**config.mk**
```make
export PLATFORM = sky130hd
export DESIGN_NAME = hdb3_line_encoder
export DESIGN_NICKNAME = d
export VERILOG_FILES = /design/src/rtl/hdb3_enc_pkg.sv /design/src/rtl/hdb3_zero_scan.sv /design/src/rtl/hdb3_mark_polarity.sv /design/src/rtl/hdb3_rail_gate.sv /design/src/rtl/hdb3_line_encoder.sv
export SDC_FILE = /design/constraint.sdc
export NUM_CORES = 1
export LEC_CHECK = 0
export BUFFER_PORTS_ARGS = -buffer_cell sky130_fd_sc_hd__buf_2
export CORE_AREA = 5 5 42 44
export CTS_CLUSTER_DIAMETER = 30
export DETAILED_ROUTE_END_ITERATION = 7
export DIE_AREA = 0 0 47 49
export GPL_TIMING_DRIVEN = 0
export PLACE_DENSITY = 0.66
export SLEW_MARGIN = 5
export SYNTH_ARGS = -nofsm -noshare
export SYNTH_HDL_FRONTEND = slang
export SYNTH_SLANG_ARGS = --single-unit
```
**constraint.sdc**
```tcl
create_clock -name clk -period 1.42 [get_ports clk]
set_clock_uncertainty 0.15 [all_clocks]
set_input_delay 0.071 -clock clk [delete_from_list [all_inputs] [get_ports clk]]
set_output_delay 0.071 -clock clk [all_outputs]
set_load 0.01 [all_outputs]
```
**src/rtl/hdb3_enc_pkg.sv**
```systemverilog
package hdb3_enc_pkg;

  // Role of a slot travelling through the look-ahead pipeline
  typedef enum logic [1:0] {
    TAG_FILL = 2'd0,  // reset filler, always sent as a zero
    TAG_DATA = 2'd1,  // ordinary input bit
    TAG_LEAD = 2'd2,  // first zero of a substituted run
    TAG_VIOL = 2'd3   // last zero of a substituted run
  } slot_tag_t;

  typedef struct packed {
    logic      bit_v;
    slot_tag_t tag;
  } slot_t;

endpackage

```
**src/rtl/hdb3_zero_scan.sv**
```systemverilog
module hdb3_zero_scan
  import hdb3_enc_pkg::*;
#(
  parameter int ZRUN = 4
) (
  input  logic  clk,
  input  logic  rst_n,
  input  logic  nrz_in,
  output slot_t slot_out
);

  localparam int LAST = ZRUN - 1;

  slot_t stage_q [ZRUN];
  slot_t stage_d [ZRUN];
  logic  run_hit;

  // Next state: the newest bit completes a run when every younger stage
  // still holds an untouched data zero.
  always_comb begin
    run_hit = ~nrz_in;
    for (int i = 0; i < LAST; i++) begin
      if (stage_q[i].bit_v || (stage_q[i].tag != TAG_DATA)) begin
        run_hit = 1'b0;
      end
    end
    stage_d[0].bit_v = nrz_in;
    stage_d[0].tag   = run_hit ? TAG_VIOL : TAG_DATA;
    for (int i = 1; i < ZRUN; i++) begin
      stage_d[i] = stage_q[i-1];
    end
    if (run_hit) begin
      stage_d[LAST].tag = TAG_LEAD;
    end
  end

  always_ff @(posedge clk or negedge rst_n) begin
    if (!rst_n) begin
      for (int i = 0; i < ZRUN; i++) begin
        stage_q[i] <= '{bit_v: 1'b0, tag: TAG_FILL};
      end
    end else begin
      for (int i = 0; i < ZRUN; i++) begin
        stage_q[i] <= stage_d[i];
      end
    end
  end

  assign slot_out = stage_q[LAST];

  // A substituted slot always carries a zero data bit
  assert_subst_is_zero_R1: assert property (@(posedge clk) disable iff (!rst_n)
    ((slot_out.tag == TAG_LEAD) || (slot_out.tag == TAG_VIOL)) |-> !slot_out.bit_v);

endmodule

```
**src/rtl/hdb3_mark_polarity.sv**
```systemverilog
module hdb3_mark_polarity
  import hdb3_enc_pkg::*;
#(
  parameter int ZRUN = 4
) (
  input  logic  clk,
  input  logic  rst_n,
  input  slot_t slot_in,
  output logic  pos_d,
  output logic  neg_d
);

  localparam int CW = $clog2(ZRUN + 1);

  logic last_pos_q, last_pos_d;   // polarity of last mark (1 = positive)
  logic par_odd_q,  par_odd_d;    // odd count of marks since last violation

  always_comb begin
    pos_d      = 1'b0;
    neg_d      = 1'b0;
    last_pos_d = last_pos_q;
    par_odd_d  = par_odd_q;
    unique case (slot_in.tag)
      TAG_DATA: begin
        if (slot_in.bit_v) begin
          pos_d      = ~last_pos_q;
          neg_d      = last_pos_q;
          last_pos_d = ~last_pos_q;
          par_odd_d  = ~par_odd_q;
        end
      end
      TAG_LEAD: begin
        if (!par_odd_q) begin
          pos_d      = ~last_pos_q;
          neg_d      = last_pos_q;
          last_pos_d = ~last_pos_q;
          par_odd_d  = 1'b1;
        end
      end
      TAG_VIOL: begin
        pos_d     = last_pos_q;
        neg_d     = ~last_pos_q;
        par_odd_d = 1'b0;
      end
      default: begin
      end
    endcase
  end

  always_ff @(posedge clk or negedge rst_n) begin
    if (!rst_n) begin
      last_pos_q <= 1'b0;
      par_odd_q  <= 1'b1;
    end else begin
      last_pos_q <= last_pos_d;
      par_odd_q  <= par_odd_d;
    end
  end

  // Checker state, built only from the emitted marks
  logic          chk_mark_pos;
  logic          chk_viol_pos;
  logic [CW-1:0] chk_zeros;

  always_ff @(posedge clk or negedge rst_n) begin
    if (!rst_n) begin
      chk_mark_pos <= 1'b0;
      chk_viol_pos <= 1'b1;
      chk_zeros    <= '0;
    end else begin
      if (pos_d || neg_d) begin
        chk_mark_pos <= pos_d;
        chk_zeros    <= '0;
      end else if (slot_in.tag == TAG_FILL) begin
        chk_zeros    <= '0;
      end else if (chk_zeros != CW'(ZRUN)) begin
        chk_zeros    <= chk_zeros + 1'b1;
      end
      if (slot_in.tag == TAG_VIOL) begin
        chk_viol_pos <= pos_d;
      end
    end
  end

  assert_zero_run_R1: assert property (@(posedge clk) disable iff (!rst_n)
    chk_zeros < CW'(ZRUN));

  assert_viol_same_pol_R2: assert property (@(posedge clk) disable iff (!rst_n)
    (slot_in.tag == TAG_VIOL) |-> (pos_d == chk_mark_pos) && (neg_d == !chk_mark_pos));

  assert_viol_alternate_R3: assert property (@(posedge clk) disable iff (!rst_n)
    (slot_in.tag == TAG_VIOL) |-> (pos_d != chk_viol_pos));

  assert_ami_R4: assert property (@(posedge clk) disable iff (!rst_n)
    ((slot_in.tag == TAG_DATA) && slot_in.bit_v) |->
      (pos_d == !chk_mark_pos) && (neg_d == chk_mark_pos));

endmodule

```
**src/rtl/hdb3_rail_gate.sv**
```systemverilog
module hdb3_rail_gate (
  input  logic clk,
  input  logic rst_n,
  input  logic pos_d,
  input  logic neg_d,
  output logic line_pos,
  output logic line_neg
);

  logic pos_q, neg_q;

  always_ff @(posedge clk or negedge rst_n) begin
    if (!rst_n) begin
      pos_q <= 1'b0;
      neg_q <= 1'b0;
    end else begin
      pos_q <= pos_d;
      neg_q <= neg_d;
    end
  end

  // Return-to-zero: each flag is visible only during the clock high phase
  assign line_pos = pos_q & clk;
  assign line_neg = neg_q & clk;

  assert_rails_exclusive_R6: assert property (@(posedge clk) disable iff (!rst_n)
    !(pos_q && neg_q));

endmodule

```
**src/rtl/hdb3_line_encoder.sv**
```systemverilog
module hdb3_line_encoder
  import hdb3_enc_pkg::*;
#(
  parameter int ZRUN     = 4,
  parameter int RST_SYNC = 2
) (
  input  logic clk,
  input  logic rst_n,
  input  logic nrz_in,
  output logic line_pos,
  output logic line_neg
);

  logic [RST_SYNC-1:0] rst_sync_q;
  logic                rst_int_n;
  slot_t               slot_w;
  logic                pos_w, neg_w;

  // Asynchronous assertion, synchronous release
  always_ff @(posedge clk or negedge rst_n) begin
    if (!rst_n) begin
      rst_sync_q <= '0;
    end else begin
      rst_sync_q <= {rst_sync_q[RST_SYNC-2:0], 1'b1};
    end
  end

  assign rst_int_n = rst_sync_q[RST_SYNC-1];

  hdb3_zero_scan #(.ZRUN(ZRUN)) u_scan (
    .clk      (clk),
    .rst_n    (rst_int_n),
    .nrz_in   (nrz_in),
    .slot_out (slot_w)
  );

  hdb3_mark_polarity #(.ZRUN(ZRUN)) u_pol (
    .clk     (clk),
    .rst_n   (rst_int_n),
    .slot_in (slot_w),
    .pos_d   (pos_w),
    .neg_d   (neg_w)
  );

  hdb3_rail_gate u_gate (
    .clk      (clk),
    .rst_n    (rst_int_n),
    .pos_d    (pos_w),
    .neg_d    (neg_w),
    .line_pos (line_pos),
    .line_neg (line_neg)
  );

endmodule

```
==> flow_metrics.py, run 1 <==
metrics = {
    "place": {
        "hpwlAfterDp_um": 690,
        "io_buffers": 4,
        "place_worst_setup_slack_ns": 0.144,
        "gp_congestion": 0.735,
    },
    "logic_synthesis": {
        "yosys.cell_count.top_type": "dfrtp_1",
        "synth_edf_count": 0,
        "synthArstFlopShare_pct": 100,
        "synthDistinctLibCells": 18,
        "synth-main-ff-cell": "dfrtp_1",
        "syn-cell-area_um2": 598,
        "synth.top_cell.area_share_pct": 71.1,
        "yosysTopAreaCell": "dfrtp_1",
        "synth.area.top_cells": "dfrtp_1 (71%), nor4b_2 (5.0%), dfstp_2 (4.4%)",
        "netlist_top_cells_count": "dfrtp_1 (17), and2_1 (3), a21oi_1 (2), nor4b_2 (2)",
        "ys_ff_latch": 18,
        "yosysSeqAreaShare_pct": 75.5,
        "avgSynthCellArea_um2": 15.7,
        "synthCells": 38,
        "yosysWarnings": 0,
    },
    "grt": {
        "grt_pass1_wl_mm": 1.83,
        "antenna_found_initial": 0,
        "grt_use_total_pct": 13.5,
        "grt_pass1_vias": 401,
        "grt_overflow": 0,
        "grt_max_degree": 17,
    },
    "critical_path": {
        "start_kind": "clock port",
        "critPathArrivalTime_ns": 1.18,
        "path_max_fanout": 2,
        "endpoint_kind": "output port",
        "crit_type": "clock port to output port",
        "worstPathRequired_ns": 1.20,
    },
    "route": {
        "viasPerCell": 5.06,
        "drc_errors": 0,
        "drt_first_pass_iters": 2,
        "wirelength_mm": 1.04,
        "drt_iter0_drc": 6,
        "dr_total_vias": 349,
        "ant_nets": 0,
        "wl_per_cell_um": 15.0,
    },
    "clock_network": {
        "post_cts_buffers": 0,
        "path_clk_slew_ns": 0.10,
        "cts_tree": "yes",
        "clock_latency_ns": 0.40,
    },
    "finish": {
        "fillers": 123,
        "drive_gt1_share_pct": 32.1,
        "multi_input_area_um2": 149,
        "area_growth_pct": 25.7,
        "diodes": 0,
        "regArea_um2": 452,
        "finalNetCount": 57,
    },
    "timing": {
        "tightest_slew_ns": 0.614,
        "maxSlewHeadroom_pct": 59.0,
        "drv_slew": 0,
        "hold_viol_final": 0,
        "rsz0062_at_grt": "false",
        "tns_ns": 0,
        "finalSetupViolCount": 0,
        "fin_ws_ns": 0.0156,
    },
    "pwr": {
        "leakagePower_nw": 0.358,
        "pwr_density_cell_mw_per_mm2": 1580,
        "vdd.ir_drop.worst_mv": 0.770,
    },
    "floorplanning": {
        "dieWidth_um": 47,
        "die_y_um": 49,
        "dieArea_mm2": 0.00230,
        "core_area_mm2": 0.00140,
        "io_pins": 5,
        "initial_core_util_pct": 42.7,
        "num_rows": 14,
    },
    "hold_path": {
        "hp-class": "register to asynchronous set/reset pin",
    },
    "flow_run": {
        "max_cap_viol_count": 0,
    },
    "run_status": {
        "status": "finished clean",
    },
}
## per-stage QoR
step	instances	area, um2	hold slack [ns]	total power (W)	utilization [%]
2_1_floorplan	39	602	-0.375	0.000641	-
3_3_place_gp	59	642	-0.295	0.000664	45.8
3_5_place_dp	59	642	-0.285	0.000678	45.8
4_1_cts	69	752	0.113	0.00122	53.7
5_1_grt	69	752	0.177	0.00127	53.7
6_report	69	752	0.104	0.00119	53.7
## routing by layer
layer  vias up  global-route usage (%)  part of all wire [%]
li1        157                       -                     -
met3         8                    7.38                   3.8
met1       175                    12.2                    36
met5         -                       0                     0
met4         0                    20.3                   6.9
met2         9                    16.3                    54
## report_power, final
| group | internal [W] | switching, W |
|---|---|---|
| registers | 0.000554 | 0.0000367 |
| clock network | 0.000338 | 0.000214 |
| logic | 0.0000282 | 0.0000196 |
| total | 0.000920 | 0.000270 |
## area by class of cell
type,instances,area share (%)
Multi-Input combinational cell,20,19.8
Clock buffer,9,11.6
Inverter,1,0.499
Tap cell,16,2.66
Timing Repair Buffer,5,5.32
Sequential cell,18,60.1
## cells in the final DEF (no fill, tap or decap), drive strengths merged
master	count
o21a	1
dfstp	1
nor2	1
nor3	1
conb	2
o21bai	1
nand2	1
a21o	1
a21oi	2
dfrtp	17
and2	3
nor4b	2
and3b	1
buf	4
a211oi	1
dlygate4sd3	3
nand2b	1
inv	1
nand4b	1
nor3b	1
clkbuf	7
## path summary, 6_finish.rpt
check                             startpoint                  to  slack, ns  depth (start not counted)
max                                      clk            line_neg       0.02                          4
min                            rst_sync_q[1]   u_scan.stage_d[4]       0.10                          0
max reg2reg                u_scan.stage_d[7]  u_scan.slot_out[0]       0.14                          3
min reg2reg                    rst_sync_q[1]   u_scan.stage_d[4]       0.10                          0
max in group asynchronous              rst_n       rst_sync_q[1]       0.60                          3
min in group clk                      nrz_in   u_scan.stage_d[8]       0.18                          2
## what timing repair did
action | 4_1_cts | 5_1_grt
setup endpoints to repair | 2 | 0
resized for setup | 4 | 0
hold endpoints to repair | 6 | 0
hold buffers | 3 | 0
## registers in the layout (all words and copies together) (netlist names)
register,flops
u_scan.stage_d,7
u_scan.slot_out,3
rst_sync_q,2
u_scan.stage_q,2
u_gate.neg_q,1
u_gate.pos_q,1
u_pol.last_pos_q,1
u_pol.par_odd_q,1
## kinds of logic after synthesis
kind of cell,synth area share [%]
flops,75.5
simple gates,16.3
compound gates,6.91
buf+inv,0.627
other cells,0.627
## critical path, stage by stage
cell and delay, ns:
clkbuf_8 0.11, clkbuf_8 0.12, and2_4 0.13, buf_6 0.11
No activity file was read; power rests on OpenSTA's default activity.
==> run 2, diff against run 1 <==
Settings changed: CORE_AREA 5 5 42 44 to 2 2 39 41, DIE_AREA 0 0 47 49 to 0 0 41 43.
==> flow_metrics.py, run 2 (synthesis gave the netlist of run 1 again) <==
metrics = {
    "finish": {
        "layout_commonest_cell": "dfrtp_1",
        "diodes": 0,
        "area_growth_pct": 31.0,
        "drive_gt1_share_pct": 35.2,
        "finalNetCount": 58,
        "fin_area_um2": 783,
        "final_cell_mix": "dfrtp_1 (17), clkbuf_8 (4), clkbuf_4 (4)",
        "largest_reg_flops": 7,
    },
    "grt": {
        "grt_pass1_vias": 405,
        "grt_max_degree": 17,
        "antenna_found_initial": 0,
        "grt_overflow": 0,
        "grt_pass1_wl_mm": 1.62,
        "grt_use_total_pct": 17.2,
    },
    "place": {
        "gp_congestion": 0.588,
        "dpl_cell_area_um2": 642,
        "io_buffers": 4,
    },
    "critical_path": {
        "crit_type": "clock port to output port",
        "worstPathRequired_ns": 1.20,
        "critPathArrivalTime_ns": 1.19,
        "endpoint_kind": "output port",
        "start_kind": "clock port",
        "reg2reg_from": "u_scan.stage_d[8]",
        "path_max_fanout": 2,
        "crit_start": "clk",
    },
    "route": {
        "drc_errors": 0,
        "drt_first_pass_iters": 4,
        "wl_per_cell_um": 12.7,
        "wirelength_um": 888,
        "ant_nets": 0,
        "viasPerCell": 4.97,
        "dr_total_vias": 348,
        "drt_iter0_drc": 4,
    },
    "run_status": {
        "status": "finished clean",
    },
    "pwr": {
        "pwr_density_cell_mw_per_mm2": 1640,
        "leakagePower_nw": 0.372,
        "vdd.ir_drop.worst_mv": 0.772,
    },
    "clock_network": {
        "cts_tree": "yes",
        "post_cts_buffers": 0,
        "clock_latency_ns": 0.39,
        "path_clk_slew_ns": 0.09,
    },
    "timing": {
        "hold_viol_final": 0,
        "tightest_slew_ns": 0.595,
        "finalSetupViolCount": 0,
        "drv_slew": 0,
        "tns_ns": 0,
        "maxSlewHeadroom_pct": 60.3,
        "rsz0062_at_grt": "false",
    },
    "floorplanning": {
        "num_rows": 14,
        "dieWidth_um": 41,
        "io_pins": 5,
        "dieArea_mm2": 0.00176,
        "die_y_um": 43,
        "core_area_mm2": 0.00138,
        "initial_core_util_pct": 43.2,
    },
    "hold_path": {
        "hp-class": "register to asynchronous set/reset pin",
    },
    "flow_run": {
        "max_cap_viol_count": 0,
    },
}
## run 2: cell count changes in the layout (fill, tap and decap cells not counted), sizes merged
cell / delta
clkbuf: +1
## run 2: final cells by class
| cell class | instances | area (um2) |
|---|---|---|
| timing repair buffer | 5 | 40.0 |
| multi-input combinational | 20 | 160 |
| fill | 110 | 601 |
| inverter | 1 | 3.75 |
| clock buffer | 10 | 108 |
| sequential | 18 | 452 |
| tap | 16 | 20.0 |
## run 2: critical path, cell delays in order
cell and delay [ns]:
clkbuf_8 0.12, clkbuf_8 0.12, and2_4 0.13, buf_6 0.11
## run 2: per-stage QoR
step | cells | util [%] | hold WS [ns] | power [W] | setup slack, ns
final | 70 | 56.6 | 0.0984 | 0.00128 | 0.0102
after global routing | 70 | 56.6 | 0.159 | 0.00136 | 0.000538
after CTS | 70 | 55.3 | 0.121 | 0.00128 | -0.00278
after detailed placement | 59 | 46.4 | -0.293 | 0.000672 | 0.132
after global placement | 59 | 46.4 | -0.295 | 0.000664 | 0.155
after floorplan | 39 | - | -0.375 | 0.000641 | 0.224
## run 2: final timing paths
check                                      to  slack, ns  cells past startpoint
max                                  line_pos       0.01                      4
min                         u_scan.stage_d[6]        0.1                      0
max reg2reg                u_scan.slot_out[0]       0.12                      3
min reg2reg                 u_scan.stage_d[6]        0.1                      0
max in group asynchronous       rst_sync_q[1]       0.63                      3
min in group clk            u_scan.stage_d[8]       0.21                      2
## run 2: timing repair
action	4_1_cts	5_1_grt
pin swaps	0	2
hold endpoints to repair	6	0
setup endpoints to repair	2	2
gates resized for setup	5	3
hold buffers	3	0
## run 2: where the power goes
part | total (W) | internal [W] | switching (W)
Combinational | 0.0000478 | 0.0000298 | 0.0000180
Clock | 0.000648 | 0.000419 | 0.000229
Sequential | 0.000586 | 0.000553 | 0.0000327
Total | 0.00128 | 0.00100 | 0.000280
## run 2: layer usage
layer	GRT usage (%)	part of all wire [%]	up-vias
li1	-	-	160
met1	15.5	38	172
met2	19.1	51	12
met3	12.6	5.3	4
met4	25.3	5.1	0
met5	0	0	-
==> run 3, diff against run 2 <==
Settings changed: CTS_BUF_LIST set to sky130_fd_sc_hd__clkbuf_4.
==> flow_metrics.py, run 3 (synthesis gave the netlist of run 1 again) <==
metrics = {
    "timing": {
        "hold_viol_final": 0,
        "tightest_slew_ns": 0.592,
        "maxSlewHeadroom_pct": 60.5,
        "finalSetupViolCount": 0,
        "drv_slew": 0,
        "rsz0062_at_grt": "false",
    },
    "grt": {
        "grt_use_total_pct": 16.7,
        "grt_pass1_wl_mm": 1.62,
        "grt_overflow": 0,
        "antenna_found_initial": 0,
        "grt_pass1_vias": 405,
        "grt_max_degree": 17,
    },
    "floorplanning": {
        "io_pins": 5,
        "dieWidth_um": 41,
        "num_rows": 14,
        "dieArea_mm2": 0.00176,
        "die_y_um": 43,
        "core_area_mm2": 0.00138,
        "initial_core_util_pct": 43.2,
    },
    "critical_path": {
        "r2r_end": "u_scan.slot_out[0]",
        "start_kind": "clock port",
        "worstPathRequired_ns": 1.20,
        "r2r_cells": 3,
        "crit_start": "clk",
        "path_cells": "clkbuf_8 -> clkbuf_8 -> and2_4 -> buf_6",
        "slowest_delay_ns": 0.13,
        "endpoint_kind": "output port",
        "cp_common_cell": "clkbuf_8",
        "r2r_setup_slack_ns": 0.12,
        "path_max_fanout": 2,
        "critPathArrivalTime_ns": 1.19,
        "crit_type": "clock port to output port",
        "slowest_stage": "and2_4",
        "reg2reg_from": "u_scan.stage_d[8]",
    },
    "place": {
        "gp_congestion": 0.588,
        "dpl_cell_area_um2": 642,
        "io_buffers": 4,
    },
    "finish": {
        "multi_input_area_um2": 160,
        "layout_commonest_cell": "dfrtp_1",
        "postLayoutCoreUtil_pct": 55.9,
        "finalNetCount": 58,
        "fin_area_um2": 773,
        "drive_gt1_share_pct": 33.3,
        "fillers": 108,
        "regArea_um2": 452,
        "area_growth_pct": 29.3,
        "diodes": 0,
        "final_cell_mix": "dfrtp_1 (17), clkbuf_4 (4), clkbuf_8 (3), dlygate4sd3_1 (3)",
        "largest_reg_flops": 7,
    },
    "clock_network": {
        "path_clk_slew_ns": 0.10,
        "cts_tree": "yes",
        "clock_latency_ns": 0.40,
        "post_cts_buffers": 0,
    },
    "flow_run": {
        "max_cap_viol_count": 0,
    },
    "pwr": {
        "vdd.ir_drop.worst_mv": 0.698,
        "pwr_density_cell_mw_per_mm2": 1590,
        "leakagePower_nw": 0.366,
        "total_power_w": 0.00123,
    },
    "route": {
        "ant_nets": 0,
        "drt_first_pass_iters": 4,
        "wirelength_um": 905,
        "dr_total_vias": 351,
        "viasPerCell": 5.01,
        "drt_iter0_drc": 7,
        "drc_errors": 0,
        "wl_per_cell_um": 12.9,
    },
    "run_status": {
        "status": "finished clean",
    },
    "hold_path": {
        "hp-class": "register to asynchronous set/reset pin",
    },
}
[run 3: cell types whose count changed in the layout (fill, tap and decap cells not counted), sizes merged]
cell / previous run / this run
clkbuf: 8 / 7
clkinv: 0 / 1
[run 3: final cells by class]
cell class                 count  share of cell area, %
sequential                    18                   58.4
inverter                       1                  0.485
timing repair buffer           5                   5.18
multi-input combinational     20                   20.7
clock inverter                 1                  0.485
tap                           16                   2.59
clock buffer                   9                   12.1
[run 3: critical path, delay by kind of cell]
| kind | cells | cell delay [ns] |
|---|---|---|
| simple gates | 1 | 0.13 |
| buf+inv | 3 | 0.35 |
[run 3: per-layer routing]
metal / wire [um] / part of all wire [%] / up-vias / track usage, %
met1: 347 / 38 / 172 / 15.8
met2: 446 / 49 / 14 / 19.1
li1: - / - / 159 / -
met5: 0 / 0 / - / 0
met4: 51 / 5.6 / 0 / 23.3
met3: 60 / 6.6 / 6 / 11.0
[run 3: timing repair]
item,in CTS,in global routing
endpoints found under the setup margin,2,2
hold endpoints to repair,6,0
pin swaps,0,2
hold buffers,3,0
resized for setup,5,3
[run 3: power by group]
part	switching [W]	internal [W]
Combinational	0.0000181	0.0000298
Clock	0.000233	0.000365
Sequential	0.0000327	0.000553
Total	0.000284	0.000948
[run 3: worst max-delay path by stage]
stage / end / cells past startpoint / slack [ns]
global placement: u_scan.slot_out[0] / 3 / 0.16
finish: line_pos / 4 / 0.01
detailed placement: u_scan.slot_out[0] / 3 / 0.13
floorplan: u_scan.slot_out[0] / 3 / 0.22
CTS: line_neg / 4 / -0.003
global route: line_pos / 4 / 0.0005
[run 3: metrics by stage]
stage | TNS, ns | hold WS [ns] | setup slack, ns | std cells
2_1_floorplan | 0 | -0.375 | 0.224 | 39
5_1_grt | 0 | 0.158 | 0.000546 | 70
4_1_cts | -0.00279 | 0.117 | -0.00279 | 70
6_report | 0 | 0.0887 | 0.0103 | 70
3_5_place_dp | 0 | -0.293 | 0.132 | 59
3_3_place_gp | 0 | -0.295 | 0.155 | 59
